## config.mk

```make
export PLATFORM = sky130hd
export DESIGN_NAME = cmd_frame_decoder
export DESIGN_NICKNAME = d
export VERILOG_FILES = /design/src/rtl/cfd_pkg.sv /design/src/rtl/cfd_preamble.sv /design/src/rtl/cfd_framer.sv /design/src/rtl/cfd_word_decode.sv /design/src/rtl/cmd_frame_decoder.sv
export SDC_FILE = /design/constraint.sdc
export NUM_CORES = 1
export LEC_CHECK = 0
export BUFFER_PORTS_ARGS = -buffer_cell sky130_fd_sc_hd__buf_2
export CAP_MARGIN = 40
export CORE_ASPECT_RATIO = 0.9
export CORE_MARGIN = 5
export CORE_UTILIZATION = 45
export DETAILED_ROUTE_END_ITERATION = 6
export HOLD_SLACK_MARGIN = 0.08
export PLACE_DENSITY = 0.65
export RECOVER_POWER = 50
export SYNTH_ARGS = -nofsm -noshare
export SYNTH_HDL_FRONTEND = slang
export SYNTH_HIERARCHICAL = 1
export SYNTH_SLANG_ARGS = --single-unit
```

## constraint.sdc

```tcl
create_clock -name clk -period 2.3 [get_ports clk]
set_input_delay 0.115 -clock clk [delete_from_list [all_inputs] [get_ports clk]]
set_output_delay 0.115 -clock clk [all_outputs]
set_load 0.01 [all_outputs]
```

## src/rtl/cfd_pkg.sv

```systemverilog
package cfd_pkg;

   localparam int PRE_LEN = 5;
   localparam int WORD_W  = 16;
   localparam int ADDR_W  = 4;
   localparam int DATA_W  = 8;
   localparam int BYTE_W  = 8;

   typedef enum logic [1:0] {
      FR_HUNT = 2'd0,
      FR_HI   = 2'd1,
      FR_LO   = 2'd2
   } fr_state_t;

   // header byte for a given position
   function automatic logic [BYTE_W-1:0] pre_byte(input int unsigned pos);
      case (pos)
         0:       pre_byte = 8'h40;
         1:       pre_byte = 8'h4C;
         2:       pre_byte = 8'h44;
         3:       pre_byte = 8'h53;
         default: pre_byte = 8'h7E;
      endcase
   endfunction

endpackage

```

## src/rtl/cfd_preamble.sv

```systemverilog
module cfd_preamble #(
   parameter int LEN = cfd_pkg::PRE_LEN
) (
   input  logic                       clk,
   input  logic                       rst_n,
   input  logic                       step,
   input  logic [cfd_pkg::BYTE_W-1:0] din,
   output logic                       found
);
   localparam int IDX_W = (LEN > 1) ? $clog2(LEN) : 1;
   localparam logic [IDX_W-1:0] LAST = IDX_W'(LEN - 1);

   if (LEN < 2 || LEN > cfd_pkg::PRE_LEN) begin : g_len_bad
      $error("cfd_preamble: LEN out of range");
   end

   logic [IDX_W-1:0] idx;
   logic [LEN-1:0]   hit;
   logic             cur_hit;

   for (genvar i = 0; i < LEN; i++) begin : g_hit
      assign hit[i] = (din == cfd_pkg::pre_byte(i));
   end

   assign cur_hit = hit[idx];
   assign found   = step && cur_hit && (idx == LAST);

   always_ff @(posedge clk) begin
      if (!rst_n) begin
         idx <= '0;
      end else if (step) begin
         if (cur_hit)
            idx <= (idx == LAST) ? '0 : idx + 1'b1;
         else
            idx <= hit[0] ? IDX_W'(1) : '0;
      end
   end

endmodule

```

## src/rtl/cfd_framer.sv

```systemverilog
module cfd_framer #(
   parameter logic [7:0] TERM = 8'h7E
) (
   input  logic        clk,
   input  logic        rst_n,
   input  logic        in_valid,
   input  logic [7:0]  din,
   input  logic        pre_found,
   output logic        hunting,
   output logic        word_valid,
   output logic [15:0] word,
   output logic        term_seen
);
   import cfd_pkg::*;

   fr_state_t  state;
   logic [7:0] hi_q;

   assign hunting    = (state == FR_HUNT);
   assign term_seen  = in_valid && (state == FR_HI) && (din == TERM);
   assign word_valid = in_valid && (state == FR_LO);
   assign word       = {hi_q, din};

   always_ff @(posedge clk) begin
      if (!rst_n) begin
         state <= FR_HUNT;
         hi_q  <= '0;
      end else if (in_valid) begin
         case (state)
            FR_HUNT: if (pre_found) state <= FR_HI;
            FR_HI: begin
               if (din == TERM) begin
                  state <= FR_HUNT;
               end else begin
                  hi_q  <= din;
                  state <= FR_LO;
               end
            end
            FR_LO:   state <= FR_HI;
            default: state <= FR_HUNT;
         endcase
      end
   end

endmodule

```

## src/rtl/cfd_word_decode.sv

```systemverilog
module cfd_word_decode (
   input  logic [15:0] word,
   output logic [3:0]  addr,
   output logic [7:0]  value,
   output logic        ok
);
   logic unused_bits;

   assign value       = {word[13:12], word[5:0]};
   assign addr        = word[11:8];
   assign ok          = (word[6] ^ word[5]) & (word[14] ^ word[13]);
   assign unused_bits = word[15] ^ word[7];

endmodule

```

## src/rtl/cmd_frame_decoder.sv

```systemverilog
module cmd_frame_decoder #(
   parameter logic [7:0] TERM_BYTE = 8'h7E,
   parameter logic [3:0] RD_ADDR_A = 4'd14,
   parameter logic [3:0] RD_ADDR_B = 4'd15
) (
   input  logic       clk,
   input  logic       rst_n,
   input  logic       rx_valid,
   input  logic [7:0] rx_byte,
   input  logic [7:0] status_in,
   output logic       wr_en,
   output logic [3:0] wr_addr,
   output logic [7:0] wr_data,
   output logic       rd_valid,
   output logic [7:0] rd_byte,
   output logic       word_err,
   output logic       frame_end
);
   localparam int N_RD = 2;
   localparam logic [N_RD-1:0][3:0] RD_SET = {RD_ADDR_B, RD_ADDR_A};

   if (RD_ADDR_A == RD_ADDR_B) begin : g_rd_bad
      $error("cmd_frame_decoder: read addresses must differ");
   end
   if (TERM_BYTE != cfd_pkg::pre_byte(cfd_pkg::PRE_LEN - 1)) begin : g_term_bad
      $error("cmd_frame_decoder: terminator must equal last header byte");
   end

   logic        hunting, pre_found, word_valid, term_seen, dec_ok;
   logic [15:0] word;
   logic [3:0]  dec_addr;
   logic [7:0]  dec_value;
   logic [N_RD-1:0] rd_hit;
   logic        rd_match;

   cfd_preamble #(.LEN(cfd_pkg::PRE_LEN)) u_pre (
      .clk   (clk),
      .rst_n (rst_n),
      .step  (rx_valid && hunting),
      .din   (rx_byte),
      .found (pre_found)
   );

   cfd_framer #(.TERM(TERM_BYTE)) u_frm (
      .clk        (clk),
      .rst_n      (rst_n),
      .in_valid   (rx_valid),
      .din        (rx_byte),
      .pre_found  (pre_found),
      .hunting    (hunting),
      .word_valid (word_valid),
      .word       (word),
      .term_seen  (term_seen)
   );

   cfd_word_decode u_dec (
      .word  (word),
      .addr  (dec_addr),
      .value (dec_value),
      .ok    (dec_ok)
   );

   for (genvar i = 0; i < N_RD; i++) begin : g_rd
      assign rd_hit[i] = (dec_addr == RD_SET[i]);
   end
   assign rd_match = |rd_hit;

   always_ff @(posedge clk) begin
      if (!rst_n) begin
         wr_en     <= 1'b0;
         wr_addr   <= '0;
         wr_data   <= '0;
         rd_valid  <= 1'b0;
         rd_byte   <= '0;
         word_err  <= 1'b0;
         frame_end <= 1'b0;
      end else begin
         wr_en     <= 1'b0;
         rd_valid  <= 1'b0;
         word_err  <= 1'b0;
         frame_end <= term_seen;
         if (word_valid) begin
            if (!dec_ok) begin
               word_err <= 1'b1;
            end else if (rd_match) begin
               rd_valid <= 1'b1;
               rd_byte  <= status_in;
            end else begin
               wr_en   <= 1'b1;
               wr_addr <= dec_addr;
               wr_data <= dec_value;
            end
         end
      end
   end

endmodule

```

==> out/metrics.csv <==
metric,value,unit
critical path type,register to register,
Worst Path Required,2480,ps
worst r2r src,u_pre/idx[0],
layout cell share with drive strength beyond 1,15.9,%
Detailed Route WL,3770,um
Clock Latency Late Sink,280,ps
hold wc startpoint,status_in[5],
PD cells,564,mW/mm2
max_slew headroom,27.2,%
DP Worst Slack,297,ps
Port Buffers,42,
Clock transition at path regs,70,ps
"leading cell type in the layout, fill and taps excluded",nand2_1,
first-pass GRT wire length,6250,um
Clock H-tree levels,2,
Die Ht,71.5,um
Post-Syn Area per Cell,8.75,um2
status,"finished, final reports clean",
routability-driven placement congestion ratio,0.802,
Starting Density,46.4,%
clock period minus worst slack,1810,ps
Post-Route Skew,4.42,ps
per-cell routed wire length,12.8,um
most frequent cells in the layout,"nand2_1, dfxtp_1, mux2i_1, clkbuf_1, buf_2",
drt drc,0,
initial antenna violation count,0,
LEAKAGE,0.752,nW
total core area,0.00407,mm2
clock buffer depth,2,
count of max-cap constraint violations,0,
postcts setup bufs,0,
Post-CTS Hold Fix Bufs,7,
Post-DRT Antenna Nets,0,
post-cts sizing count,0,
Final Cycle Share,78.8,%
final core occ,51.3,%
area delta synth->final,10.6,%
Worst path max stage delay,470,ps
max-slew violations,0,
total of warnings raised by yosys,6,
"slowest stage cell, crit path",dfxtp_1,
CTS tree,built,
CP max FO,8,
Setup crit end kind,register,
cell breakdown of the critical path,inv_1 > a32oi_1 > o21ai_2 > o21ai_2 > a21oi_1 > o31ai_1 > inv_1 > a32o_1,
Post-Syn Area,0.00189,mm2
Finished Layout Cells,294,
maximum VDD drop,301,uV
CP startpoint kind,register,
Inst Count DP,279,
Clock Tree Root,clkbuf_8,
Layout Nets,266,
Vias/cell,5.00,
CTS Buf Count,5,
Ant. Diodes,0,
Total GRT Usage,13.7,%
Worst-Margin Slew,1080,ps
# setup viols final,0,
die width,78.3,um
Final WS setup,487,ps
CP startpoint,u_pre/idx[0],
worst hold path type,primary input to register,
RSZ-0062 raised after global routing,no,
num ports,43,
initial drt markers,72,
CTS sink count,36,
final setup TNS,0,ps
Vias,1471,
die area,0.00560,mm2
post-synthesis net count,237,
grt total ovfl,0,
cells after synthesis,216,
max frequency,552,MHz
first-pass detailed-route iteration total,4,
vias in the first global route,1337,
WP data arrival,1990,ps
num rows,22,
final hold violation count,0,
Post-DP HPWL,2660,um
largest net degree at the start of global routing,38,
==> metal layers <==
layer	vias to the layer above	part of all wire (%)	global-route usage, %
met4	0	0.95	4.66
met1	667	50	18.4
met2	27	43	21.3
li1	775	-	-
met3	2	5.4	3.89
met5	-	0	0
==> per-stage QoR <==
stage | instance area (um2) | hold slack, ps | power [mW]
5_1_grt | 2090 | 101 | 1.22
3_3_place_gp | 1960 | 366 | 0.720
6_report | 2090 | 83.9 | 1.18
3_5_place_dp | 1960 | 368 | 0.720
2_1_floorplan | 1890 | 230 | 0.701
4_1_cts | 2130 | 84.4 | 1.19
==> flip-flops by register name, summed over array words and instances (netlist names) <==
signal	flops
u_frm/hi_q	7
rd_byte	8
u_frm/state	2
wr_en	1
frame_end	1
rd_valid	1
u_pre/idx	3
word_err	1
wr_addr	4
wr_data	8
==> worst paths after layout <==
| kind | cells after the start | end | slack, ps |
|---|---|---|---|
| max | 8 | u_frm/state[1] | 490 |
| min | 3 | rd_byte[5] | 80 |
| max reg2reg | 8 | u_frm/state[1] | 490 |
| min reg2reg | 2 | wr_data[5] | 450 |
==> area by class of cell <==
| type | count | area (um2) |
|---|---|---|
| timing repair buffer | 51 | 265 |
| sequential | 36 | 721 |
| fill | 420 | 1980 |
| clock buffer | 7 | 86.3 |
| tap | 48 | 60.1 |
| clock inverter | 1 | 7.51 |
| multi-input combinational | 145 | 928 |
| inverter | 6 | 22.5 |
==> worst max-delay path: cells and delay by family (launching register included) <==
| kind | cells | cell delay [ps] |
|---|---|---|
| flip-flops | 1 | 470 |
| AO/OA/AOI/OAI | 6 | 1030 |
| buffers and inverters | 2 | 220 |
==> power breakdown <==
| group | leakage (nW) | switching (mW) | internal [mW] |
|---|---|---|---|
| Clock | 0.0445 | 0.222 | 0.243 |
| Combinational | 0.418 | 0.0510 | 0.0372 |
| Sequential | 0.290 | 0.00236 | 0.624 |
| Total | 0.752 | 0.275 | 0.905 |
Power figures use the tool's default switching activity.
